--- src/rtl/scl_pacer_pkg.sv ---
package scl_pacer_pkg;

  typedef enum logic [1:0] {
    ST_IDLE  = 2'd0,
    ST_LOW   = 2'd1,
    ST_WAITH = 2'd2,
    ST_HIGH  = 2'd3
  } pace_state_e;

endpackage

--- src/rtl/scl_rst_sync.sv ---
module scl_rst_sync #(
  parameter int unsigned STAGES = 2
) (
  input  logic clk,
  input  logic rst_n_i,
  output logic rst_n_o
);

  logic [STAGES-1:0] chain_q;
  logic [STAGES-1:0] chain_d;

  always_comb begin
    chain_d = {chain_q[STAGES-2:0], 1'b1};
  end

  always_ff @(posedge clk or negedge rst_n_i) begin
    if (!rst_n_i) begin
      chain_q <= '0;
    end else begin
      chain_q <= chain_d;
    end
  end

  assign rst_n_o = chain_q[STAGES-1];

endmodule

--- src/rtl/scl_line_sync.sv ---
module scl_line_sync #(
  parameter int unsigned STAGES = 2
) (
  input  logic clk,
  input  logic rst_n,
  input  logic line_i,
  output logic line_o
);

  logic [STAGES-1:0] sh_q;
  logic [STAGES-1:0] sh_d;

  always_comb begin
    sh_d = {sh_q[STAGES-2:0], line_i};
  end

  always_ff @(posedge clk or negedge rst_n) begin
    if (!rst_n) begin
      sh_q <= '0;
    end else begin
      sh_q <= sh_d;
    end
  end

  assign line_o = sh_q[STAGES-1];

endmodule

--- src/rtl/scl_phase_dec.sv ---
module scl_phase_dec #(
  parameter int unsigned PH_W = 2,
  parameter logic [(1<<PH_W)-1:0] TICK_MASK = 4'b1010
) (
  input  logic [PH_W-1:0] qphase_i,
  output logic            tick_o
);

  localparam int unsigned NPH = 1 << PH_W;

  logic [NPH-1:0] hit;

  for (genvar p = 0; p < NPH; p++) begin : g_phase
    assign hit[p] = TICK_MASK[p] && (qphase_i == PH_W'(p));
  end

  assign tick_o = |hit;

endmodule

--- src/rtl/scl_baud_cnt.sv ---
module scl_baud_cnt #(
  parameter int unsigned W = 7
) (
  input  logic         clk,
  input  logic         rst_n,
  input  logic         load_i,
  input  logic [W-1:0] load_val_i,
  input  logic         dec_i,
  output logic [W-1:0] cnt_o,
  output logic         zero_o
);

  logic [W-1:0] cnt_q;
  logic [W-1:0] cnt_d;
  logic         cnt_en;

  assign cnt_en = load_i || dec_i;

  always_comb begin
    cnt_d = cnt_q;
    if (load_i) begin
      cnt_d = load_val_i;
    end else if (dec_i && (cnt_q != '0)) begin
      cnt_d = cnt_q - W'(1);
    end
  end

  always_ff @(posedge clk or negedge rst_n) begin
    if (!rst_n) begin
      cnt_q <= '0;
    end else if (cnt_en) begin
      cnt_q <= cnt_d;
    end
  end

  assign cnt_o  = cnt_q;
  assign zero_o = (cnt_q == '0);

  AST_NO_WRAP: assert property (@(posedge clk) disable iff (!rst_n)
    (zero_o && !load_i) |=> zero_o) else $error("counter left zero without reload");

endmodule

--- src/rtl/scl_ctrl.sv ---
module scl_ctrl
  import scl_pacer_pkg::*;
(
  input  logic clk,
  input  logic rst_n,
  input  logic en_i,
  input  logic tick_i,
  input  logic zero_i,
  input  logic line_hi_i,
  output logic load_o,
  output logic dec_o,
  output logic pull_o,
  output logic stall_o,
  output logic strobe_o
);

  pace_state_e state_q, state_d;
  logic        strobe_q, strobe_d;
  logic        counting;

  always_comb begin
    state_d  = state_q;
    load_o   = 1'b0;
    strobe_d = 1'b0;
    unique case (state_q)
      ST_IDLE: begin
        load_o = 1'b1;
        if (en_i) state_d = ST_LOW;
      end
      ST_LOW: begin
        if (!en_i) begin
          state_d = ST_IDLE;
          load_o  = 1'b1;
        end else if (zero_i) begin
          state_d = ST_WAITH;
        end
      end
      ST_WAITH: begin
        if (!en_i) begin
          state_d = ST_IDLE;
          load_o  = 1'b1;
        end else if (line_hi_i) begin
          state_d = ST_HIGH;
          load_o  = 1'b1;
        end
      end
      ST_HIGH: begin
        if (!en_i) begin
          state_d = ST_IDLE;
          load_o  = 1'b1;
        end else if (zero_i) begin
          state_d  = ST_LOW;
          load_o   = 1'b1;
          strobe_d = 1'b1;
        end
      end
      default: begin
        state_d = ST_IDLE;
        load_o  = 1'b1;
      end
    endcase
  end

  assign counting = (state_q == ST_LOW) || (state_q == ST_HIGH);
  assign dec_o    = en_i && counting && tick_i && !zero_i && !load_o;

  always_ff @(posedge clk or negedge rst_n) begin
    if (!rst_n) begin
      state_q  <= ST_IDLE;
      strobe_q <= 1'b0;
    end else begin
      state_q  <= state_d;
      strobe_q <= strobe_d;
    end
  end

  assign pull_o   = (state_q == ST_LOW);
  assign stall_o  = (state_q == ST_WAITH);
  assign strobe_o = strobe_q;

  AST_STROBE_SINGLE: assert property (@(posedge clk) disable iff (!rst_n)
    strobe_o |=> !strobe_o) else $error("strobe wider than one cycle");

  AST_STROBE_PULL: assert property (@(posedge clk) disable iff (!rst_n)
    strobe_o |-> pull_o) else $error("strobe while line released");

endmodule

--- src/rtl/scl_pacer.sv ---
module scl_pacer #(
  parameter int unsigned RLD_W       = 7,
  parameter int unsigned PH_W        = 2,
  parameter logic [(1<<PH_W)-1:0] TICK_MASK = 4'b1010,
  parameter int unsigned SYNC_STAGES = 2,
  parameter int unsigned RST_STAGES  = 2
) (
  input  logic             clk,
  input  logic             rst_n,
  input  logic             en_i,
  input  logic [PH_W-1:0]  qphase_i,
  input  logic [RLD_W-1:0] reload_i,
  input  logic             scl_i,
  output logic             scl_pull_o,
  output logic             half_done_o,
  output logic             stall_o
);

  localparam logic [RLD_W-1:0] MIN_CNT = RLD_W'(1);

  logic             rst_q;
  logic             tick;
  logic             line_hi;
  logic             load;
  logic             dec;
  logic             zero;
  logic [RLD_W-1:0] cnt;
  logic [RLD_W-1:0] rl_eff;

  assign rl_eff = (reload_i == '0) ? MIN_CNT : reload_i;

  scl_rst_sync #(.STAGES(RST_STAGES)) u_rst (
    .clk     (clk),
    .rst_n_i (rst_n),
    .rst_n_o (rst_q)
  );

  scl_phase_dec #(.PH_W(PH_W), .TICK_MASK(TICK_MASK)) u_phase (
    .qphase_i (qphase_i),
    .tick_o   (tick)
  );

  scl_line_sync #(.STAGES(SYNC_STAGES)) u_sync (
    .clk    (clk),
    .rst_n  (rst_q),
    .line_i (scl_i),
    .line_o (line_hi)
  );

  scl_baud_cnt #(.W(RLD_W)) u_cnt (
    .clk        (clk),
    .rst_n      (rst_q),
    .load_i     (load),
    .load_val_i (rl_eff),
    .dec_i      (dec),
    .cnt_o      (cnt),
    .zero_o     (zero)
  );

  scl_ctrl u_ctrl (
    .clk       (clk),
    .rst_n     (rst_q),
    .en_i      (en_i),
    .tick_i    (tick),
    .zero_i    (zero),
    .line_hi_i (line_hi),
    .load_o    (load),
    .dec_o     (dec),
    .pull_o    (scl_pull_o),
    .stall_o   (stall_o),
    .strobe_o  (half_done_o)
  );

  AST_IDLE_RELEASE: assert property (@(posedge clk) disable iff (!rst_q)
    !en_i |=> (!scl_pull_o && !stall_o && !half_done_o)) else $error("line not released when disabled");

  AST_STALL_FREEZE: assert property (@(posedge clk) disable iff (!rst_q)
    (stall_o && !line_hi && en_i) |=> $stable(cnt)) else $error("counter moved during stall");

  AST_RELOAD_HIGH: assert property (@(posedge clk) disable iff (!rst_q)
    (stall_o && line_hi && en_i) |=>
      (cnt == (($past(reload_i) == '0) ? MIN_CNT : $past(reload_i)))) else $error("no reload on line high");

endmodule

--- config.mk ---
export PLATFORM = sky130hd
export DESIGN_NAME = scl_pacer
export DESIGN_NICKNAME = d
export VERILOG_FILES = /design/src/rtl/scl_pacer_pkg.sv /design/src/rtl/scl_rst_sync.sv /design/src/rtl/scl_line_sync.sv /design/src/rtl/scl_phase_dec.sv /design/src/rtl/scl_baud_cnt.sv /design/src/rtl/scl_ctrl.sv /design/src/rtl/scl_pacer.sv
export SDC_FILE = /design/constraint.sdc
export NUM_CORES = 1
export LEC_CHECK = 0
export BUFFER_PORTS_ARGS = -buffer_cell sky130_fd_sc_hd__buf_2
export CORE_MARGIN = 3
export CORE_UTILIZATION = 55
export CTS_CLUSTER_DIAMETER = 40
export DETAILED_ROUTE_END_ITERATION = 16
export GPL_TIMING_DRIVEN = 0
export PLACE_DENSITY_LB_ADDON = 0.12
export SLEW_MARGIN = 15
export SYNTH_ARGS = -nofsm -noshare
export SYNTH_HDL_FRONTEND = slang
export SYNTH_SLANG_ARGS = --single-unit
--- constraint.sdc ---
create_clock -name clk -period 1.55 [get_ports clk]
set_clock_uncertainty 0.15 [all_clocks]
set_input_delay 0.2325 -clock clk [delete_from_list [all_inputs] [get_ports clk]]
set_output_delay 0.2325 -clock clk [all_outputs]
set_load 0.01 [all_outputs]
==> results of run 1 <==
-- where the power goes --
| group | leakage [nW] | switching, mW | internal (mW) |
|---|---|---|---|
| clock network | 0.0210 | 0.123 | 0.143 |
| logic | 0.259 | 0.0668 | 0.0839 |
| registers | 0.168 | 0.0357 | 0.389 |
-- timing repair --
action	CTS	global route
hold buffers	2	0
gates resized for setup	9	2
hold endpoints to repair	3	0
buffers inserted	4	3
pin swaps	4	2
setup endpoints to repair	9	9
-- final cells by class --
class | instances | area (sq um) | share of cell area (%)
inverter | 3 | 11.26 | 1.151
timing repair buffer | 23 | 142.6 | 14.58
tap | 14 | 17.52 | 1.790
multi-input combinational | 49 | 419.2 | 42.84
sequential | 14 | 351.6 | 35.93
clock buffer | 4 | 36.28 | 3.708
-- per-layer routing --
metal  track usage, %  up-vias  share of wire (%)
met4            12.65        0                3.3
met1            27.78      322                 41
met5                0        -                  0
li1                 -      301                  -
met2            34.81       41                 47
met3            3.390        6                8.2
-- stage by stage --
stage	std cells	hold WS, ns	setup WS (ns)	power (mW)
global route	107	0.04523	-0.3920	0.8708
detailed placement	95	-0.1313	-0.5842	0.5441
global placement	95	-0.1324	-0.5512	0.5364
finish	107	0.03905	-0.3544	0.8423
floorplan	67	-0.2131	-0.4243	0.5014
CTS	104	0.04048	-0.3249	0.8257
-- layout by cell type (no fill, tap or decap), types with 2 or more instances in the layout --
cell type,count
nand2b_1,2
mux2_4,2
inv_2,2
dlygate4sd3_1,2
o21ai_1,2
buf_4,7
clkbuf_4,3
nand2_1,2
nand3_1,4
a221o_2,2
dfrtp_1,13
buf_2,14
nor3b_1,2
xnor2_1,3
nor2_1,2
nor2b_1,2
-- registers in the layout, indices dropped and copies added (netlist names) --
register	count
u_rst.chain_q	2
u_ctrl.state_q	2
u_cnt.cnt_o	7
u_sync.sh_q	2
u_ctrl.strobe_o	1
-- kinds of logic (layout without fill, tap and decap cells) --
logic type               after synthesis  count (layout)
AND/OR/NAND/NOR                       24              24
AO/OA/AOI/OAI                         16              16
flip-flops                            14              14
multiplexers                           4               4
buffers and inverters                  4              30
XOR/XNOR                               3               3
adder cells (fa/ha/maj)                1               1
other                                  1               1
-- worst max path at each step --
stage                   startpoint             end  slack (ns)  cells past startpoint
floorplan           u_cnt.cnt_o[0]  u_cnt.cnt_o[1]       -0.42                      7
global placement    u_cnt.cnt_o[0]  u_cnt.cnt_o[1]       -0.55                      7
detailed placement  u_cnt.cnt_o[0]  u_cnt.cnt_o[2]       -0.58                      7
CTS                 u_cnt.cnt_o[1]  u_cnt.cnt_o[4]       -0.32                      7
global route        u_cnt.cnt_o[1]  u_cnt.cnt_o[1]       -0.39                      6
finish              u_cnt.cnt_o[1]  u_cnt.cnt_o[1]       -0.35                      6
==> summary.md, run 1 <==
| Metric | Value |
|---|---|
| Mux contribution to synthesized area | 6.568% |
| Synth async-reset ratio | 100.0% |
| Failing checks | setup timing |
| Worst hold path type | register to async pin |
| CTS root buf | clkbuf_4 |
| Worst R2R Start | u_cnt.cnt_o[1] |
| Critical Path AT | 1.93 ns |
| Crit path cell chain | inv_2, ha_4, nor4b_4, a31o_2, and2_4, mux2_4 |
| Detailed Routing Iterations Pass 1 | 4 |
| Floorplan row count | 12 |
| Critical path launch point type | register |
| Post-Synth Simple-Gate Area | 22.00% |
| Syn_nets | 81 |
| Area after DPL | 852.1 sq um |
| Setup TNS | -2.461 ns |
| DRC | 0 |
| Post-Synthesis Cells | 67 |
| Part of the Yosys area used for sequential elements | 45.98% |
| Crit path max fanout | 7 |
| CP top delay family | simple AND/OR/NAND/NOR gates |
| Clock slew seen by the registers of the worst setup and hold paths | 0.09 ns |
| Final instance area | 978.4 sq um |
| Syn. warnings | 0 |
| Count leader, synth | dfrtp_1 |
| Total Wirelength | 1850 um |
| I/O pin count | 16 |
| Layout cells sized above 1 | 47.31% |
| Leakage | 0.4484 nW |
| Worst path max stage delay | 0.40 ns |
| Status | finished, violations left |
| Vias in the first global route | 616 |
| Fmax | 525.1 MHz |
| Util after Layout | 81.46% |
| First-pass GRT wire length | 2960 um |
| Synth Area in Adders | 1.642% |
| Reg2Reg Depth | 6 |
| Total track usage | 21.93% |
| Post-DP HPWL | 1166 um |
| Required time of the critical path | 1.58 ns |
| CTS tree | done |
| DIE WIDTH | 43.22 um |
| Area growth, synth to finish | 28.41% |
| FF-to-FF setup slack | -0.35 ns |
| Starting DRT DRC Count | 29 |
| Clock net sink count | 14 |
| Post-synth EDFFs | 0 |
| Die Span Y | 43.22 um |
| Worst r2r dst | u_cnt.cnt_o[1] |
| RSZ-0062 raised after global routing | true |
| Worst VDD drop | 636.1 uV |
| Setup crit end kind | register |
| Post-synth top area share | 45.98% |
| CP Class | register to register |
| Drt via density | 6.262 |
| Fin crit period | 1.904 ns |
| Yosys reg bits | 14 |
| Worst path bufs/invs | 1 |
| Total gr overflow | 0 |
| Routed WL per cell | 17.29 um |
| Initial antenna violation count | 0 |
| Antenna Nets Post-Route | 0 |
| # H-tree levels | 1 |
| Compound-Gate Fraction of Synth Area | 16.91% |
| Average size of a mapped cell | 11.37 sq um |
| Die area | 0.001868 sq mm |
| Top cells by area, synth | dfrtp_1 46%, mux2_4 3.9%, xnor2_1 3.4% |
| CORE AREA | 0.001201 sq mm |
| Largest family of logic cells by synthesized area | simple AND/OR/NAND/NOR gates |
| Slew Limit Fails | 0 |
| Vias | 670 |
| Post-synth top flop | dfrtp_1 |
| Hold Fails Final Rpt | 0 |
| Final setup margin | -0.3544 ns |
| Fin nets | 108 |
| Post-Synth XOR/XNOR Area | 3.448% |
| I/O Buffers | 14 |
| Maxcap violations | 0 |
| Final setup fails | 9 |
| Largest net degree at the start of global routing | 13 |
| Clk_lat worst skew | 0.28 ns |
| Crit path max-delay cell type | dfrtp_1 |
| Initial core utilization | 63.44% |
| Gpl congestion | 0.7896 |
| Synth top cells by count | 14 x dfrtp_1, 4 x nand3_1 |
| Mapped cell area | 762.0 sq um |
| Total CTS buffers | 3 |
| Period utilization | 122.9% |
| Cell variety after synth | 35 |
| # diodes | 0 |
| Yosys top cell by area | dfrtp_1 |
| # fillers | 74 |
| P per Cell Area | 860.9 mW/mm^2 |
| CTS Buffer Depth | 2 |
(Power assumes the default switching activity.)
==> run 2, diff against run 1 <==
RECOVER_POWER = 50   (was unset)
==> summary.md, run 2 (synthesized netlist as in run 1, its figures left out) <==
| Metric | Value |
|---|---|
| Status | finished, violations left |
| Failing checks | setup timing |
| Worst hold path type | register to async pin |
| # H-tree levels | 1 |
| Busiest layer in global routing | met2 |
| Met1 usage | 27.78% |
| Hold Fails Final Rpt | 0 |
| Die Span Y | 43.22 um |
| Clock slew seen by the registers of the worst setup and hold paths | 0.09 ns |
| DIE WIDTH | 43.22 um |
| Final setup fails | 10 |
| Largest net degree at the start of global routing | 13 |
| Post-DP HPWL | 1166 um |
| Fin nets | 108 |
| I/O Buffers | 14 |
| # diodes | 0 |
| CORE AREA | 0.001201 sq mm |
| RSZ-0062 raised after global routing | true |
| CTS root buf | clkbuf_4 |
| Starting DRT DRC Count | 29 |
| DRC | 0 |
| Total track usage | 21.93% |
| Drt via density | 6.234 |
| Clk_lat worst skew | 0.28 ns |
| Required time of the critical path | 1.58 ns |
| Slew Limit Fails | 0 |
| Vias | 667 |
| Fin crit period | 1.911 ns |
| GRT met2 Usage | 34.81% |
| I/O pin count | 16 |
| Worst VDD drop | 636.4 uV |
| Critical path launch point type | register |
| Layout cells sized above 1 | 46.24% |
| First-pass GRT wire length | 2960 um |
| Antenna Nets Post-Route | 0 |
| Leakage | 0.4456 nW |
| CTS Buffer Depth | 2 |
| Setup crit end kind | register |
| Total CTS buffers | 3 |
| Gpl congestion | 0.7896 |
| Crit path max fanout | 7 |
| Period utilization | 123.3% |
| Final setup margin | -0.3610 ns |
| Clock net sink count | 14 |
| Most frequent cells in the layout | 13 x buf_2, 13 x dfrtp_1, 7 x buf_4, 4 x nand3_1 |
| Total Power | 842.3 uW |
| Die area | 0.001868 sq mm |
| Total gr overflow | 0 |
| Initial core utilization | 63.44% |
| Vias in the first global route | 616 |
| Fmax | 523.3 MHz |
| Floorplan row count | 12 |
| GR met3 Demand/Resource | 3.390% |
| Maxcap violations | 0 |
| CP Class | register to register |
| Area growth, synth to finish | 28.24% |
| Util after Layout | 81.35% |
| Detailed Routing Iterations Pass 1 | 4 |
| Initial antenna violation count | 0 |
| P per Cell Area | 862.0 mW/mm^2 |
| Critical Path AT | 1.94 ns |
| Number of flip-flops under the largest register name | 7 |
| Total Wirelength | 1846 um |
| CTS tree | done |
| Routed WL per cell | 17.25 um |
## run 2: cell types whose count changed in the layout (fill, tap and decap cells not counted)
cell / before / now
clkbuf_1: 0 / 1
buf_2: 14 / 13
## run 2: critical path: stages, from the launching register on
cell	delay, ns
dfrtp_1	0.40
inv_2	0.09
ha_4	0.14
nor4b_4	0.26
a31o_2	0.24
and2_4	0.21
mux2_4	0.31
## run 2: power breakdown
| group | total [mW] | internal (mW) | leakage, nW | switching, mW |
|---|---|---|---|---|
| Clock | 0.267 | 0.143 | 0.0210 | 0.124 |
| Combinational | 0.150 | 0.0836 | 0.257 | 0.0669 |
| Sequential | 0.425 | 0.389 | 0.168 | 0.0356 |
## run 2: cell type report
class | instances | area, sq um
Inverter | 3 | 11.26
Sequential cell | 14 | 351.6
Tap cell | 14 | 17.52
Timing Repair Buffer | 23 | 141.4
Multi-Input combinational cell | 49 | 419.2
Fill cell | 74 | 224.0
Clock buffer | 4 | 36.28
## run 2: what timing repair did
action | 4_1_cts | 5_1_grt
setup buffers | 4 | 3
gates resized for setup | 9 | 2
hold endpoints to repair | 3 | 0
endpoints found under the setup margin | 9 | 9
gates cloned | 0 | 0
pin swaps | 4 | 2
hold buffers | 2 | 0
## run 2: worst paths after layout
path / startpoint / end / slack (ns) / depth (start not counted)
setup / recovery: u_cnt.cnt_o[1] / u_cnt.cnt_o[1] / -0.36 / 6
hold / removal: u_rst.chain_q[1] / u_cnt.cnt_o[4] / 0.04 / 0
setup reg to reg: u_cnt.cnt_o[1] / u_cnt.cnt_o[1] / -0.36 / 6
hold reg to reg: u_rst.chain_q[1] / u_cnt.cnt_o[4] / 0.04 / 0
max in group asynchronous: u_rst.chain_q[1] / u_cnt.cnt_o[2] / 0.87 / 0
min in group clk: reload_i[4] / u_cnt.cnt_o[4] / 0.04 / 2
## run 2: stage by stage
step           worst slack (ns)  area [sq um]  TNS, ns  hold WS [ns]  cells
2_1_floorplan           -0.4243         764.5   -2.438       -0.2131     67
3_3_place_gp            -0.5512         852.1   -3.585       -0.1324     95
3_5_place_dp            -0.5842         852.1   -4.075       -0.1313     95
4_1_cts                 -0.3249         949.7   -2.099       0.04048    104
5_1_grt                 -0.3920         977.2   -2.927       0.04523    107
6_report                -0.3610         977.2   -2.501       0.03884    107
## run 2: per-layer routing
metal | up-vias | share of wire, %
li1 | 301 | -
met1 | 311 | 40
met2 | 45 | 47
met3 | 10 | 9.0
met4 | 0 | 3.8
met5 | - | 0
==> run 3, diff against run 2 <==
--- a/config.mk
+++ b/config.mk
@@ -12,5 +12,5 @@
 export DETAILED_ROUTE_END_ITERATION = 16
 export GPL_TIMING_DRIVEN = 0
-export PLACE_DENSITY_LB_ADDON = 0.12
+export PLACE_DENSITY = 0.76
 export RECOVER_POWER = 50
 export SLEW_MARGIN = 15
==> constraint.sdc (replaced) <==
create_clock -name clk -period 1.55 [get_ports clk]
set_clock_uncertainty 0.15 [all_clocks]
set_input_delay 0.465 -clock clk [delete_from_list [all_inputs] [get_ports clk]]
set_output_delay 0.465 -clock clk [all_outputs]
set_load 0.01 [all_outputs]
==> summary.md, run 3 (synthesized netlist as in run 1, its figures left out) <==
| Metric | Value |
|---|---|
| Worst r2r dst | u_cnt.cnt_o[2] |
| Crit path max-delay cell type | dfrtp_1 |
| Largest net degree at the start of global routing | 13 |
| Final Non-Filler Cells | 109 |
| Worst R2R Start | u_cnt.cnt_o[0] |
| DRC | 0 |
| P per Cell Area | 817.3 mW/mm^2 |
| Relative slew slack | 66.46% |
| Initial core utilization | 63.44% |
| # diodes | 0 |
| Switching power | 226.9 uW |
| Total gr overflow | 0 |
| Worst path max stage delay | 0.39 ns |
| Final setup fails | 12 |
| Slew Limit Fails | 0 |
| Worst hold path type | register to async pin |
| DIE WIDTH | 43.22 um |
| Total Wirelength | 2093 um |
| CP Class | register to register |
| Clock slew seen by the registers of the worst setup and hold paths | 0.08 ns |
| CORE AREA | 0.001201 sq mm |
| First-pass GRT wire length | 3063 um |
| RSZ-0062 raised after global routing | true |
| Antenna Nets Post-Route | 0 |
| Critical path launch point type | register |
| Vias | 679 |
| Slew @ Worst Pin | 0.5031 ns |
| Internal power | 625.0 uW |
| CTS tree | done |
| Vias in the first global route | 695 |
| Starting DRT DRC Count | 23 |
| Routed WL per cell | 19.20 um |
| Die area | 0.001868 sq mm |
| I/O pin count | 16 |
| Die Span Y | 43.22 um |
| CTS Buffer Depth | 2 |
| Fin crit period | 1.955 ns |
| Leakage | 0.4717 nW |
| Floorplan row count | 12 |
| Total Power | 851.8 uW |
| Crit path max fanout | 5 |
| Clk pwr share | 30.3% |
| Final setup margin | -0.4054 ns |
| Total CTS buffers | 3 |
| Required time of the critical path | 1.57 ns |
| Reg power frac | 49.9% |
| Clock net sink count | 14 |
| Area growth, synth to finish | 36.78% |
| Gpl congestion | 0.7659 |
| Logic gate share of total power | 19.8% |
| Fin nets | 110 |
| Reg2Reg Depth | 7 |
| Worst VDD drop | 730.4 uV |
| Layout cells sized above 1 | 53.68% |
| Drt via density | 6.229 |
| Clk_lat worst skew | 0.28 ns |
| Failing checks | setup timing |
| Setup crit end kind | register |
| Maxcap violations | 0 |
| CTS root buf | clkbuf_4 |
| Total track usage | 22.76% |
| # H-tree levels | 1 |
| Inst Count DP | 95 |
| Place WS | -0.5953 ns |
| Number of flip-flops under the largest register name | 7 |
| Final instance area | 0.001042 sq mm |
| Fmax | 511.4 MHz |
| Initial antenna violation count | 0 |
| # fillers | 62 |
| Critical Path AT | 1.97 ns |
| Sw Ratio | 26.63% |
| Hold Fails Final Rpt | 0 |
| Period utilization | 126.2% |
| Util after Layout | 86.77% |
| Area after DPL | 852.1 sq um |
| I/O Buffers | 14 |
| Detailed Routing Iterations Pass 1 | 4 |
| Post-DP HPWL | 1128 um |
| Crit path cell chain | inv_1, ha_4, nor4b_4, buf_4, a21oi_4, a22o_1, mux2_4 |
| FF-to-FF setup slack | -0.41 ns |
| Most frequent cells in the layout | 12 x buf_2, 12 x dfrtp_1, 7 x buf_4, 4 x nand3_1, 4 x buf_6 |
| Status | finished, violations left |
-- run 3: layer usage --
| metal | GRT usage [%] | vias to the layer above | routed length (um) |
|---|---|---|---|
| li1 | - | 306 | - |
| met1 | 25.26 | 332 | 895 |
| met2 | 37.76 | 31 | 986 |
| met3 | 8.898 | 10 | 116 |
| met4 | 10.24 | 0 | 95 |
| met5 | 0 | - | 0 |
-- run 3: power by group through the flow --
stage | Combinational, mW | Sequential, mW | Clock (mW)
4_1_cts | 0.139 | 0.421 | 0.266
3_5_place_dp | 0.115 | 0.427 | 0
5_1_grt | 0.183 | 0.430 | 0.281
6_report | 0.168 | 0.425 | 0.258
2_1_floorplan | 0.0814 | 0.420 | 0
3_3_place_gp | 0.111 | 0.426 | 0
-- run 3: timing repair --
action	CTS	global route
endpoints found under the hold margin	2	0
buffers inserted	6	4
gates resized for setup	11	10
endpoints found under the setup margin	11	12
pin swaps	6	6
hold buffers	1	0
-- run 3: worst max-delay path by stage --
stage                         from             end  slack [ns]  cells after the start
finish              u_cnt.cnt_o[0]  u_cnt.cnt_o[2]       -0.41                      7
CTS                 u_cnt.cnt_o[0]  u_cnt.cnt_o[2]       -0.34                      7
global route        u_cnt.cnt_o[0]  u_cnt.cnt_o[2]       -0.52                      7
global placement    u_cnt.cnt_o[0]  u_cnt.cnt_o[2]       -0.55                      7
detailed placement  u_cnt.cnt_o[0]  u_cnt.cnt_o[1]       -0.60                      7
floorplan           u_cnt.cnt_o[0]  u_cnt.cnt_o[1]       -0.42                      7
-- run 3: worst max-delay path, delay by kind of cell (launching register included) --
family                     cells  cell delay [ns]
buffers and inverters          2             0.29
AOI/OAI and AO/OA              2             0.32
and+or+nand+nor                1             0.27
DFF                            1             0.39
adders and majority gates      1             0.15
muxes                          1             0.28
-- run 3: layout make-up --
class,count,area (sq um),share of cell area (%)
Sequential cell,14,352.8,33.85
Inverter,3,11.26,1.080
Clock buffer,4,36.28,3.481
Timing Repair Buffer,25,171.4,16.45
Multi-Input combinational cell,49,452.9,43.46
Tap cell,14,17.52,1.681
-- run 3: per-stage QoR --
stage	hold WS [ns]	TNS [ns]
after floorplan	-0.002780	-2.438
after global placement	0.05012	-3.601
after detailed placement	0.06090	-4.115
after CTS	0.06461	-2.716
after global routing	0.09627	-4.443
final	0.05799	-3.243
